===== config.mk =====
export PLATFORM = sky130hd
export DESIGN_NAME = ga_search_engine
export DESIGN_NICKNAME = d
export VERILOG_FILES = /design/src/rtl/ga_pkg.sv /design/src/rtl/ga_lfsr.sv /design/src/rtl/ga_parent_select.sv /design/src/rtl/ga_breeder.sv /design/src/rtl/ga_search_engine.sv
export SDC_FILE = /design/constraint.sdc
export NUM_CORES = 1
export LEC_CHECK = 0
export ABC_AREA = 1
export BUFFER_PORTS_ARGS = -buffer_cell sky130_fd_sc_hd__clkbuf_2
export CORE_MARGIN = 10
export CORE_UTILIZATION = 50
export CTS_CLUSTER_SIZE = 8
export DETAILED_ROUTE_END_ITERATION = 7
export MAX_ROUTING_LAYER = met4
export PLACE_DENSITY_LB_ADDON = 0.1
export SLEW_MARGIN = 10
export SYNTH_ARGS = -nofsm -noshare
export SYNTH_HDL_FRONTEND = slang
export SYNTH_HIERARCHICAL = 1
export SYNTH_SLANG_ARGS = --single-unit

===== constraint.sdc =====
create_clock -name clk -period 14.25 [get_ports clk]
set_clock_uncertainty 0.05 [all_clocks]
set_input_delay 2.85 -clock clk [delete_from_list [all_inputs] [get_ports clk]]
set_output_delay 2.85 -clock clk [all_outputs]
set_load 0.02 [all_outputs]

===== src/rtl/ga_pkg.sv =====
package ga_pkg;

   typedef enum logic [2:0] {
      ST_IDLE,
      ST_INIT,
      ST_EVAL,
      ST_SEL,
      ST_BREED,
      ST_DONE
   } ga_state_t;

   // Galois feedback masks for maximal-length sequences of supported widths
   function automatic logic [31:0] lfsr_taps(input int width);
      case (width)
         8:       return 32'h0000_00B8;
         16:      return 32'h0000_B400;
         default: return 32'h8020_0003;
      endcase
   endfunction

endpackage


===== src/rtl/ga_lfsr.sv =====
module ga_lfsr #(
   parameter int          W    = 16,
   parameter logic [31:0] SEED = 32'h0000_ACE1
) (
   input  logic         clk,
   input  logic         rst_n,
   output logic [W-1:0] rnd
);
   import ga_pkg::*;

   localparam logic [W-1:0] TAPS     = W'(lfsr_taps(W));
   localparam logic [W-1:0] SEED_VAL = W'(SEED);

   generate
      if (W != 8 && W != 16 && W != 32) begin : g_bad_width
         $error("ga_lfsr: width must be 8, 16 or 32");
      end
      if (SEED_VAL == '0) begin : g_bad_seed
         $error("ga_lfsr: seed must be nonzero");
      end
   endgenerate

   always_ff @(posedge clk or negedge rst_n) begin
      if (!rst_n)
         rnd <= SEED_VAL;
      else if (rnd[0])
         rnd <= (rnd >> 1) ^ TAPS;
      else
         rnd <= rnd >> 1;
   end

endmodule


===== src/rtl/ga_parent_select.sv =====
module ga_parent_select #(
   parameter int POP   = 8,
   parameter int FIT_W = 8,
   parameter int IDX_W = 3,
   parameter int SUM_W = 11
) (
   input  logic [POP*FIT_W-1:0] scores,
   input  logic [SUM_W-1:0]     total,
   output logic [IDX_W-1:0]     par_a,
   output logic [IDX_W-1:0]     par_b
);
   localparam int CMP_W = SUM_W + 4;

   logic             qual_found;
   logic [IDX_W-1:0] qual_idx;
   int               b1, b2;
   logic [CMP_W-1:0] limit;

   always_comb begin
      limit      = CMP_W'(total) * CMP_W'(8);
      qual_found = 1'b0;
      qual_idx   = '0;
      for (int i = POP - 1; i >= 0; i--) begin
         if (CMP_W'(scores[i*FIT_W +: FIT_W]) * CMP_W'(10) > limit) begin
            qual_found = 1'b1;
            qual_idx   = IDX_W'(i);
         end
      end
   end

   always_comb begin
      if (scores[FIT_W +: FIT_W] > scores[0 +: FIT_W]) begin
         b1 = 1;
         b2 = 0;
      end else begin
         b1 = 0;
         b2 = 1;
      end
      for (int i = 2; i < POP; i++) begin
         if (scores[i*FIT_W +: FIT_W] > scores[b1*FIT_W +: FIT_W]) begin
            b2 = b1;
            b1 = i;
         end else if (scores[i*FIT_W +: FIT_W] > scores[b2*FIT_W +: FIT_W]) begin
            b2 = i;
         end
      end
   end

   assign par_a = qual_found ? qual_idx : IDX_W'(b1);
   assign par_b = qual_found ? qual_idx : IDX_W'(b2);

endmodule


===== src/rtl/ga_breeder.sv =====
module ga_breeder #(
   parameter int GENES  = 5,
   parameter int PROB_W = 8,
   parameter int RAND_W = 16
) (
   input  logic [GENES-1:0]  par_a,
   input  logic [GENES-1:0]  par_b,
   input  logic [RAND_W-1:0] rnd,
   input  logic [PROB_W-1:0] cross_prob,
   input  logic [PROB_W-1:0] mut_prob,
   output logic [GENES-1:0]  kid_a,
   output logic [GENES-1:0]  kid_b
);
   localparam int POS_W = (GENES > 1) ? $clog2(GENES) : 1;

   generate
      if (RAND_W < 2 * PROB_W || RAND_W < 12) begin : g_bad_rand
         $error("ga_breeder: random word too narrow for the draws");
      end
   endgenerate

   logic [PROB_W-1:0] x_draw, m_draw;
   logic [POS_W-1:0]  cut, pos_a, pos_b;
   logic [GENES-1:0]  low_mask, xa, xb;

   assign x_draw = rnd[PROB_W-1:0];
   assign m_draw = rnd[2*PROB_W-1:PROB_W];
   assign cut    = POS_W'(rnd[RAND_W-1 -: 8] % 8'(GENES));
   assign pos_a  = POS_W'(rnd[RAND_W-3 -: 8] % 8'(GENES));
   assign pos_b  = POS_W'(rnd[RAND_W-5 -: 8] % 8'(GENES));

   always_comb begin
      low_mask = GENES'((32'd1 << cut) - 32'd1);
      if (x_draw < cross_prob) begin
         xa = (par_a & ~low_mask) | (par_b & low_mask);
         xb = (par_b & ~low_mask) | (par_a & low_mask);
      end else begin
         xa = par_a;
         xb = par_b;
      end
      if (m_draw < mut_prob) begin
         kid_a = xa ^ (GENES'(1) << pos_a);
         kid_b = xb ^ (GENES'(1) << pos_b);
      end else begin
         kid_a = xa;
         kid_b = xb;
      end
   end

endmodule


===== src/rtl/ga_search_engine.sv =====
module ga_search_engine #(
   parameter int          GENES  = 5,
   parameter int          POP    = 8,
   parameter int          FIT_W  = 8,
   parameter int          PROB_W = 8,
   parameter int          GEN_W  = 16,
   parameter int          LFSR_W = 16,
   parameter logic [31:0] SEED   = 32'h0000_ACE1
) (
   input  logic              clk,
   input  logic              rst_n,
   input  logic              start,
   input  logic [PROB_W-1:0] cross_prob,
   input  logic [PROB_W-1:0] mut_prob,
   input  logic [GEN_W-1:0]  gen_limit,
   input  logic [FIT_W-1:0]  max_score,
   output logic              fit_req,
   output logic [GENES-1:0]  fit_chrom,
   input  logic              fit_valid,
   input  logic [FIT_W-1:0]  fit_score,
   output logic              done,
   output logic [GENES-1:0]  best_chrom,
   output logic [FIT_W-1:0]  best_score
);
   import ga_pkg::*;

   localparam int IDX_W  = (POP > 1) ? $clog2(POP) : 1;
   localparam int SUM_W  = FIT_W + IDX_W;
   localparam int PAIRS  = POP / 2;
   localparam int PAIR_W = (PAIRS > 1) ? $clog2(PAIRS) : 1;

   generate
      if (POP < 2 || (POP % 2) != 0) begin : g_bad_pop
         $error("ga_search_engine: POP must be even and at least 2");
      end
      if (GENES < 2 || LFSR_W < GENES) begin : g_bad_genes
         $error("ga_search_engine: GENES out of range");
      end
   endgenerate

   ga_state_t             state;
   logic [IDX_W-1:0]      idx;
   logic [PAIR_W-1:0]     pair;
   logic [GEN_W-1:0]      gen_cnt;
   logic [SUM_W-1:0]      sum_q;
   logic                  have_best;
   logic [GENES-1:0]      pop_q   [POP];
   logic [FIT_W-1:0]      score_q [POP];
   logic [POP*FIT_W-1:0]  score_flat;
   logic [GENES-1:0]      pa_q, pb_q, kid_a, kid_b;
   logic [IDX_W-1:0]      sel_a, sel_b;
   logic [LFSR_W-1:0]     rnd;
   logic [IDX_W-1:0]      wr_even;

   genvar gi;
   generate
      for (gi = 0; gi < POP; gi++) begin : g_flat
         assign score_flat[gi*FIT_W +: FIT_W] = score_q[gi];
      end
   endgenerate

   ga_lfsr #(.W(LFSR_W), .SEED(SEED)) u_lfsr (
      .clk   (clk),
      .rst_n (rst_n),
      .rnd   (rnd)
   );

   ga_parent_select #(.POP(POP), .FIT_W(FIT_W), .IDX_W(IDX_W), .SUM_W(SUM_W)) u_select (
      .scores (score_flat),
      .total  (sum_q),
      .par_a  (sel_a),
      .par_b  (sel_b)
   );

   ga_breeder #(.GENES(GENES), .PROB_W(PROB_W), .RAND_W(LFSR_W)) u_breed (
      .par_a      (pa_q),
      .par_b      (pb_q),
      .rnd        (rnd),
      .cross_prob (cross_prob),
      .mut_prob   (mut_prob),
      .kid_a      (kid_a),
      .kid_b      (kid_b)
   );

   assign wr_even   = IDX_W'({pair, 1'b0});
   assign fit_req   = (state == ST_EVAL);
   assign fit_chrom = pop_q[idx];
   assign done      = (state == ST_DONE);

   always_ff @(posedge clk or negedge rst_n) begin
      if (!rst_n) begin
         state      <= ST_IDLE;
         idx        <= '0;
         pair       <= '0;
         gen_cnt    <= '0;
         sum_q      <= '0;
         have_best  <= 1'b0;
         best_chrom <= '0;
         best_score <= '0;
         pa_q       <= '0;
         pb_q       <= '0;
         for (int i = 0; i < POP; i++) begin
            pop_q[i]   <= '0;
            score_q[i] <= '0;
         end
      end else begin
         case (state)
            ST_IDLE, ST_DONE: begin
               if (start) begin
                  state      <= ST_INIT;
                  idx        <= '0;
                  gen_cnt    <= '0;
                  have_best  <= 1'b0;
                  best_chrom <= '0;
                  best_score <= '0;
               end
            end
            ST_INIT: begin
               pop_q[idx] <= rnd[GENES-1:0];
               if (idx == IDX_W'(POP - 1)) begin
                  idx   <= '0;
                  sum_q <= '0;
                  state <= ST_EVAL;
               end else begin
                  idx <= idx + 1'b1;
               end
            end
            ST_EVAL: begin
               if (fit_valid) begin
                  score_q[idx] <= fit_score;
                  sum_q        <= sum_q + SUM_W'(fit_score);
                  have_best    <= 1'b1;
                  if (!have_best || fit_score > best_score) begin
                     best_chrom <= pop_q[idx];
                     best_score <= fit_score;
                  end
                  if (fit_score == max_score) begin
                     state <= ST_DONE;
                  end else if (idx == IDX_W'(POP - 1)) begin
                     idx   <= '0;
                     state <= ST_SEL;
                  end else begin
                     idx <= idx + 1'b1;
                  end
               end
            end
            ST_SEL: begin
               pa_q    <= pop_q[sel_a];
               pb_q    <= pop_q[sel_b];
               gen_cnt <= gen_cnt + 1'b1;
               if (({1'b0, gen_cnt} + 1'b1) >= {1'b0, gen_limit}) begin
                  state <= ST_DONE;
               end else begin
                  pair  <= '0;
                  state <= ST_BREED;
               end
            end
            ST_BREED: begin
               pop_q[wr_even]        <= kid_a;
               pop_q[wr_even + 1'b1] <= kid_b;
               if (pair == PAIR_W'(PAIRS - 1)) begin
                  idx   <= '0;
                  sum_q <= '0;
                  state <= ST_EVAL;
               end else begin
                  pair <= pair + 1'b1;
               end
            end
            default: state <= ST_IDLE;
         endcase
      end
   end

endmodule


Yosys cells after proc, flatten, opt, wreduce, memory -nomap -nowiden
Index checks and enable logic that the tools add are counted.
{"block": "op_classes", "add_sub_neg": 7, "n_mul": 8, "n_div": 3, "order_cmp": 33, "n_eq_ne": 17, "shift": 15, "n_mux": 99, "n_bitwise": 15, "reduce_logical": 21}
{"cell": "64-bit by 32-bit indexed part select with 8-bit output", "count": 5}
{"cell": "29-bit 2-to-1 mux", "count": 8}
{"cell": "64-bit by 7-bit indexed part select with 8-bit output", "count": 3}
{"cell": "64-bit by 5-bit indexed part select with 8-bit output", "count": 2}
{"cell": "64-bit by 6-bit indexed part select with 8-bit output", "count": 2}
{"cell": "40-bit bitwise mux", "count": 3}
{"cell": "12-bit by 14-bit greater-than comparator with 1-bit output", "count": 8}
{"cell": "8-bit greater-than comparator", "count": 14}
{"cell": "8-bit by 3-bit multiplier with 11-bit output (second input constant)", "count": 8}
{"cell": "3-bit 2-to-1 mux", "count": 27}
{"cell": "5-bit 2-to-1 mux", "count": 16}
{"cell": "40-bit one-hot mux with 2 select lines", "count": 1}
{"cell": "64-bit bitwise mux", "count": 1}
{"cell": "5-bit binary-select mux with 3-bit select", "count": 3}
{"cell": "5-bit demux with 3-bit select", "count": 3}
{"cell": "11-bit 2-to-1 mux", "count": 3}
{"cell": "11-bit one-hot mux with 3 select lines", "count": 1}
{"cell": "16-bit 2-to-1 mux", "count": 2}
{"cell": "8-bit 2-to-1 mux", "count": 4}
{"cell": "16-bit one-hot mux with 2 select lines", "count": 1}
{"cell": "8-bit demux with 3-bit select", "count": 1}
{"cell": "8-bit by 3-bit remainder unit with 8-bit output (second input constant)", "count": 3}
{"cell": "3-bit NOT with 4-bit output", "count": 6}
{"cell": "5-bit bitwise AND", "count": 4}
{"cell": "other kinds (42)", "count": 89}
{"block": "totals", "reg_bits": 179, "latch_bits": 0, "mem_bits_rw": 0, "romBits": 0, "in_bits": 52, "output_inout_bits": 20, "memories": 0}

Longest topological paths before layout
{"block": "depth", "ltp_word": 31, "mapped_depth": 112, "depth_no_buf": 106}

Cells and area by module
Netlist, hierarchy kept.
{"module": "ga_parent_select", "instances": 1, "cells_per_inst": 1701, "area_per_inst_um2": 10431.3, "seq_area_each_um2": 0.0}
{"module": "ga_search_engine", "instances": 1, "cells_per_inst": 1178, "area_per_inst_um2": 9141.3, "seq_area_each_um2": 4078.9}
{"module": "ga_breeder", "instances": 1, "cells_per_inst": 496, "area_per_inst_um2": 2852.7, "seq_area_each_um2": 0.0}
{"module": "ga_lfsr", "instances": 1, "cells_per_inst": 29, "area_per_inst_um2": 459.2, "seq_area_each_um2": 410.4}

Worst setup path before layout
No wires, ideal clock.
{"block": "synth_path", "path_kind": "register to register", "startpoint": "register score_q, in the netlist score_flat[7]", "endpoint": "register pb_q[3]", "arrival_time_ns": 11.670, "path_slack_ns": 2.412, "path_stages_with_launch": 99, "n_path_buf": 7, "cell_sequence": "dfrtp_1 clkinv_1 ha_1 nand2_1 o21a_1 a21oi_4 clkbuf_1 nor2_1 a21oi_1 ha_1 nand2_1 inv_1 nand2_1 nand2_1 nand2_1 nand2_1 nand2_2 clkbuf_1 [... 63 more ...] nor2_1 o21a_1 o21a_1 o21ai_0 a21oi_1 o32ai_1 nand2_1 inv_1 nand3_1 nand3_1 nand2_1 inv_1 clkbuf_1 a21oi_1 o21ai_0 nand3_1 nand3_1 nand2_1"}
{"block": "synth_between", "elab_chain_cells": 31, "word_cells_on_any_way": 53}
{"item": "from (decl)", "line": "ga_search_engine.sv:48", "source": "logic [FIT_W-1:0] score_q [POP];"}
{"item": "from (signal, indexed assignment)", "line": "ga_search_engine.sv:130", "source": "score_q[idx] <= fit_score;"}
{"item": "8-bit greater-than comparator", "line": "ga_parent_select.sv:32", "source": "if (scores[FIT_W +: FIT_W] > scores[0 +: FIT_W]) begin"}
{"item": "1-bit 2-to-1 mux", "line": "ga_parent_select.sv:32"}
{"item": "64-bit by 5-bit indexed part select with 8-bit output", "line": "ga_parent_select.sv:43", "source": "end else if (scores[i*FIT_W +: FIT_W] > scores[b2*FIT_W +: FIT_W]) begin"}
{"item": "8-bit greater-than comparator", "line": "ga_parent_select.sv:43"}
{"item": "2-bit 2-to-1 mux", "line": "ga_parent_select.sv:43"}
{"item": "2-bit 2-to-1 mux", "line": "ga_parent_select.sv:40", "source": "if (scores[i*FIT_W +: FIT_W] > scores[b1*FIT_W +: FIT_W]) begin"}
{"item": "64-bit by 32-bit indexed part select with 8-bit output", "line": "ga_parent_select.sv:43"}
{"item": "8-bit greater-than comparator", "line": "ga_parent_select.sv:43"}
{"item": "[... 15 more ...]"}
{"item": "8-bit greater-than comparator", "line": "ga_parent_select.sv:43"}
{"item": "3-bit 2-to-1 mux", "line": "ga_parent_select.sv:43"}
{"item": "3-bit 2-to-1 mux", "line": "ga_parent_select.sv:40"}
{"item": "3-bit 2-to-1 mux *", "line": "ga_parent_select.sv:50", "source": "assign par_b = qual_found ? qual_idx : IDX_W'(b2);"}
{"item": "via sel_b[0]", "line": "ga_search_engine.sv:51", "source": "logic [IDX_W-1:0] sel_a, sel_b;"}
{"item": "3-bit NOT with 4-bit output (not written as such) *", "line": "ga_search_engine.sv:149", "source": "pb_q <= pop_q[sel_b];"}
{"item": "5-bit binary-select mux with 3-bit select *", "line": "ga_search_engine.sv:149"}
{"item": "5-bit 2-to-1 mux (not written as such) * (2 in a row)", "line": "ga_search_engine.sv:149"}
{"item": "to (signal assigned)", "line": "ga_search_engine.sv:149"}
{"item": "to (decl)", "line": "ga_search_engine.sv:50", "source": "logic [GENES-1:0] pa_q, pb_q, kid_a, kid_b;"}
The timed path passes the listed nets; every way through them passes the cells marked *. The select of a mux whose other input is x is not followed.
A chain may end at the register's enable or synchronous reset.

Final worst setup path
{"block": "layout_path", "startpoint": "register score_q, in the netlist score_flat[3]", "endpoint": "register pb_q[1]"}
The elaborated chain is that of the path after synthesis.

==> reports/qor.log <==
[global_route] pin count of the biggest net entering global routing 110
[final_layout] final core area utilization 55.24%
[synth] number of nets produced by synthesis 3803
[worst_setup_path] Critical Path Fanout Max 18
[placement] total placed instance area 24170 µm²
[global_route] total routing usage reported by global routing 32.64%
[synth] fraction of registers with async set/reset 100.0%
[flow_run] count of max-cap constraint violations 0
[floorplanning] die width 233.9 µm
[sta] Slew Limit Headroom 27.87%
[drt] First-pass DRT Iterations 6
[floorplanning] floorplan core area 45280 µm²
[global_route] met2 Use GR 50.96%
[worst_setup_path] nature of the critical path endpoint flop
[global_route] leftover overflow at the end of global routing 0
[drt] WL per Instance 21.54 µm
[synth] number of warnings issued by yosys 6
[worst_setup_path] family of cells with the greatest summed delay on the critical path simple AND/OR/NAND/NOR gates
[floorplanning] Top-Level Pins 72
[drt] mean number of vias per cell 5.985
[worst_setup_path] worst path required time 14.56 ns
[worst_setup_path] critical path buffer and inverter count 14
[sta] maximum clock rate 0.07520 GHz
[clocking] root buffer selected by CTS sky130_fd_sc_hd__clkbuf_16
[outcome] status completed
[floorplanning] initial standard-cell utilization of the core 50.54%
[synth] post-synthesis instance area 22880 µm²
[worst_setup_path] arrival time reported for the critical path endpoint 13.60 ns
[sta] final worst hold slack 0.3832 ns
[worst_hold_path] worst hold path type flop to flop
[synth] number of cells produced by synthesis 3404
[sta] Final Slew Violations 0
[global_route] global-route wire length before repair 133600 µm
[drt] total number of vias 24680
[drt] DRC marker count from the first detailed-route iteration 2486
[sta] transition at the pin with the smallest max-transition slack 1.082 ns
[drt] final routed wirelength across all metal layers 88820 µm
[final_layout] Nets 3909
[synth] most instantiated flip-flop cell in the synthesis netlist sky130_fd_sc_hd__dfrtp_1
[clocking] TritonCTS clock tree built
[worst_setup_path] Most Frequent Cell on Critical Path sky130_fd_sc_hd__nand2_1
[worst_setup_path] reg-to-reg startpoint score_flat[3]
[global_route] via count of the first global-routing pass 22990
[worst_setup_path] launch point of the worst path score_flat[3]
[drt] DRC Markers 0
[worst_setup_path] Crit Path Class flop to flop
[synth] part of the Yosys area used for sequential elements 19.62%
[final_layout] register area 4493 µm²
[placement] dpl hpwl 66300 µm
[global_route] antenna violations before repair 0
[synth] Mean Syn Cell Area 6.723 µm²
[global_route] most crowded layer after global routing met2
[worst_setup_path] Critical Path Max Stage Delay 0.47 ns
[clocking] Clock Sink Count 179
[floorplanning] chip height 233.9 µm
[final_layout] number of fill cells 4452
[final_layout] proportion of layout cells with a drive suffix above 1 11.87%
[final_layout] area growth from synthesis to final layout 9.317%
[synth] number of enable flip-flop cells after synthesis 0
[clocking] largest buffer count on any clock path 2
[clocking] H-Tree Depth 4
[floorplanning] row count 78
[synth] number of synthesized register bits 179
[final_layout] most frequent standard cell in the layout excluding fill and tap cells sky130_fd_sc_hd__nand2_1
[final_layout] post-route cell area 25020 µm²
[placement] weighted congestion reported at the end of routability-driven placement 1.043
[floorplanning] floorplan die area 54730 µm²
[clocking] insertion delay of the later-clocked pin in the worst-skew pair 0.47 ns
[synth] post-synthesis cell type count 75
[clocking] clock slew seen by the registers of the worst setup and hold paths 0.07 ns
[drt] number of nets with antenna violations after detailed routing 0
[sta] hold violation count in the final report 0
[sta] final setup vio count 0
[placement] Port Buffers 71
[final_layout] area of combinational cells with multiple inputs 16310 µm²
[sta] minimum period implied by the final worst setup slack 13.30 ns
[worst_hold_path] Worst Min Path Start u_lfsr/rnd[7]
[global_route] met1 routing resource usage after global routing 40.02%
[final_layout] commonest cells after routing, fill and taps aside 830 x sky130_fd_sc_hd__nand2_1, 404 x sky130_fd_sc_hd__inv_1, 338 x sky130_fd_sc_hd__ha_1, 330 x sky130_fd_sc_hd__o21ai_0, 245 x sky130_fd_sc_hd__nand3_1
[worst_setup_path] nature of the critical path startpoint flop
[global_route] GRT met3 Usage 4.085%
[worst_setup_path] Max stage delay cell, worst path sky130_fd_sc_hd__dfrtp_2
[clocking] CTS Buf Count 17
[sta] final worst path period share 93.32%
## synthesized netlist by cell type (all sizes together), types with 16 or more instances
master	count	area share (%)
o22ai	60	1.7
o211ai	37	1.2
clkinv	16	0.27
nor2	191	3.5
ha	338	18
clkbuf	36	0.60
a21oi	251	5.7
nand3	275	6.8
nand4	51	1.5
nand2	910	16
o21ai	365	8.1
xor2	32	1.2
dfrtp	171	19
inv	441	7.2
xnor2	38	1.5
buf	48	1.4
## final timing paths
check | endpoint | slack, ns | cells past startpoint
setup / recovery | pb_q[1] | 0.95 | 88
hold / removal | u_lfsr/rnd[6] | 0.38 | 0
setup reg to reg | pb_q[1] | 0.95 | 88
hold reg to reg | u_lfsr/rnd[6] | 0.38 | 0
max in group asynchronous | sum_q[5] | 10.16 | 2
min in group asynchronous | score_flat[35] | 2.44 | 1
## sequential cells by signal, summed over array words and instances, names as in the netlist
register    cells
best_chrom      5
pop_q          40
pb_q            5
pair            2
gen_cnt        16
best_score      8
pa_q            5
sum_q          11
idx             3
state           3
have_best       1
u_lfsr/rnd     16
score_flat     64
## metrics by stage
stage	setup WS [ns]	instances	TNS, ns
4_1_cts	0.3501	4103	0
6_report	0.9522	4123	0
2_1_floorplan	2.412	3404	0
3_3_place_gp	0.7428	4072	0
5_1_grt	-0.03651	4122	-0.03651
3_5_place_dp	0.3877	4072	0
## cell type report
class | count | area share, %
multi-input cells | 2686 | 65.18
flip-flops and latches | 179 | 17.96
inverters | 457 | 7.007
repair buffers | 167 | 4.416
well taps | 600 | 3.001
clock buffers | 17 | 1.701
clock inverters | 14 | 0.6602
repair inverters | 2 | 0.06002
diodes | 1 | 0.01000
## per-layer routing
metal / vias to the layer above / share of wire [%]
met5: - / 0
met4: 0 / 6.5
met3: 241 / 7.5
met2: 1088 / 45
met1: 11600 / 41
li1: 11750 / -
## what timing repair did
item,CTS,global route
hold buffers,0,0
setup endpoints to repair,0,10
resized for setup,0,36
setup buffers,0,15
## cell families (layout without fill, tap and decap cells)
family                     count (synthesis)  after routing  share of synthesized area (%)
AOI/OAI and AO/OA                        804            805                          19.90
xor gates and xnor gates                  70             70                          2.679
adders and majority gates                347            347                          19.27
buffers and inverters                    541            657                          9.497
DFF                                      179            179                          19.62
muxes                                      4              4                         0.1968
other                                      0              1                              0
and+or+nand+nor                         1459           1460                          28.84
## worst register-to-register path, delay by kind of cell (launching register included)
| family | cells | cell delay [ns] |
|---|---|---|
| AOI/OAI and AO/OA | 21 | 3.62 |
| adders and majority gates | 7 | 2.15 |
| buffers and inverters | 14 | 2.10 |
| DFF | 1 | 0.47 |
| and+or+nand+nor | 46 | 4.81 |
Power is not shown: default switching activity piles up to over one toggle a cycle in this logic, so the estimate is an artifact.
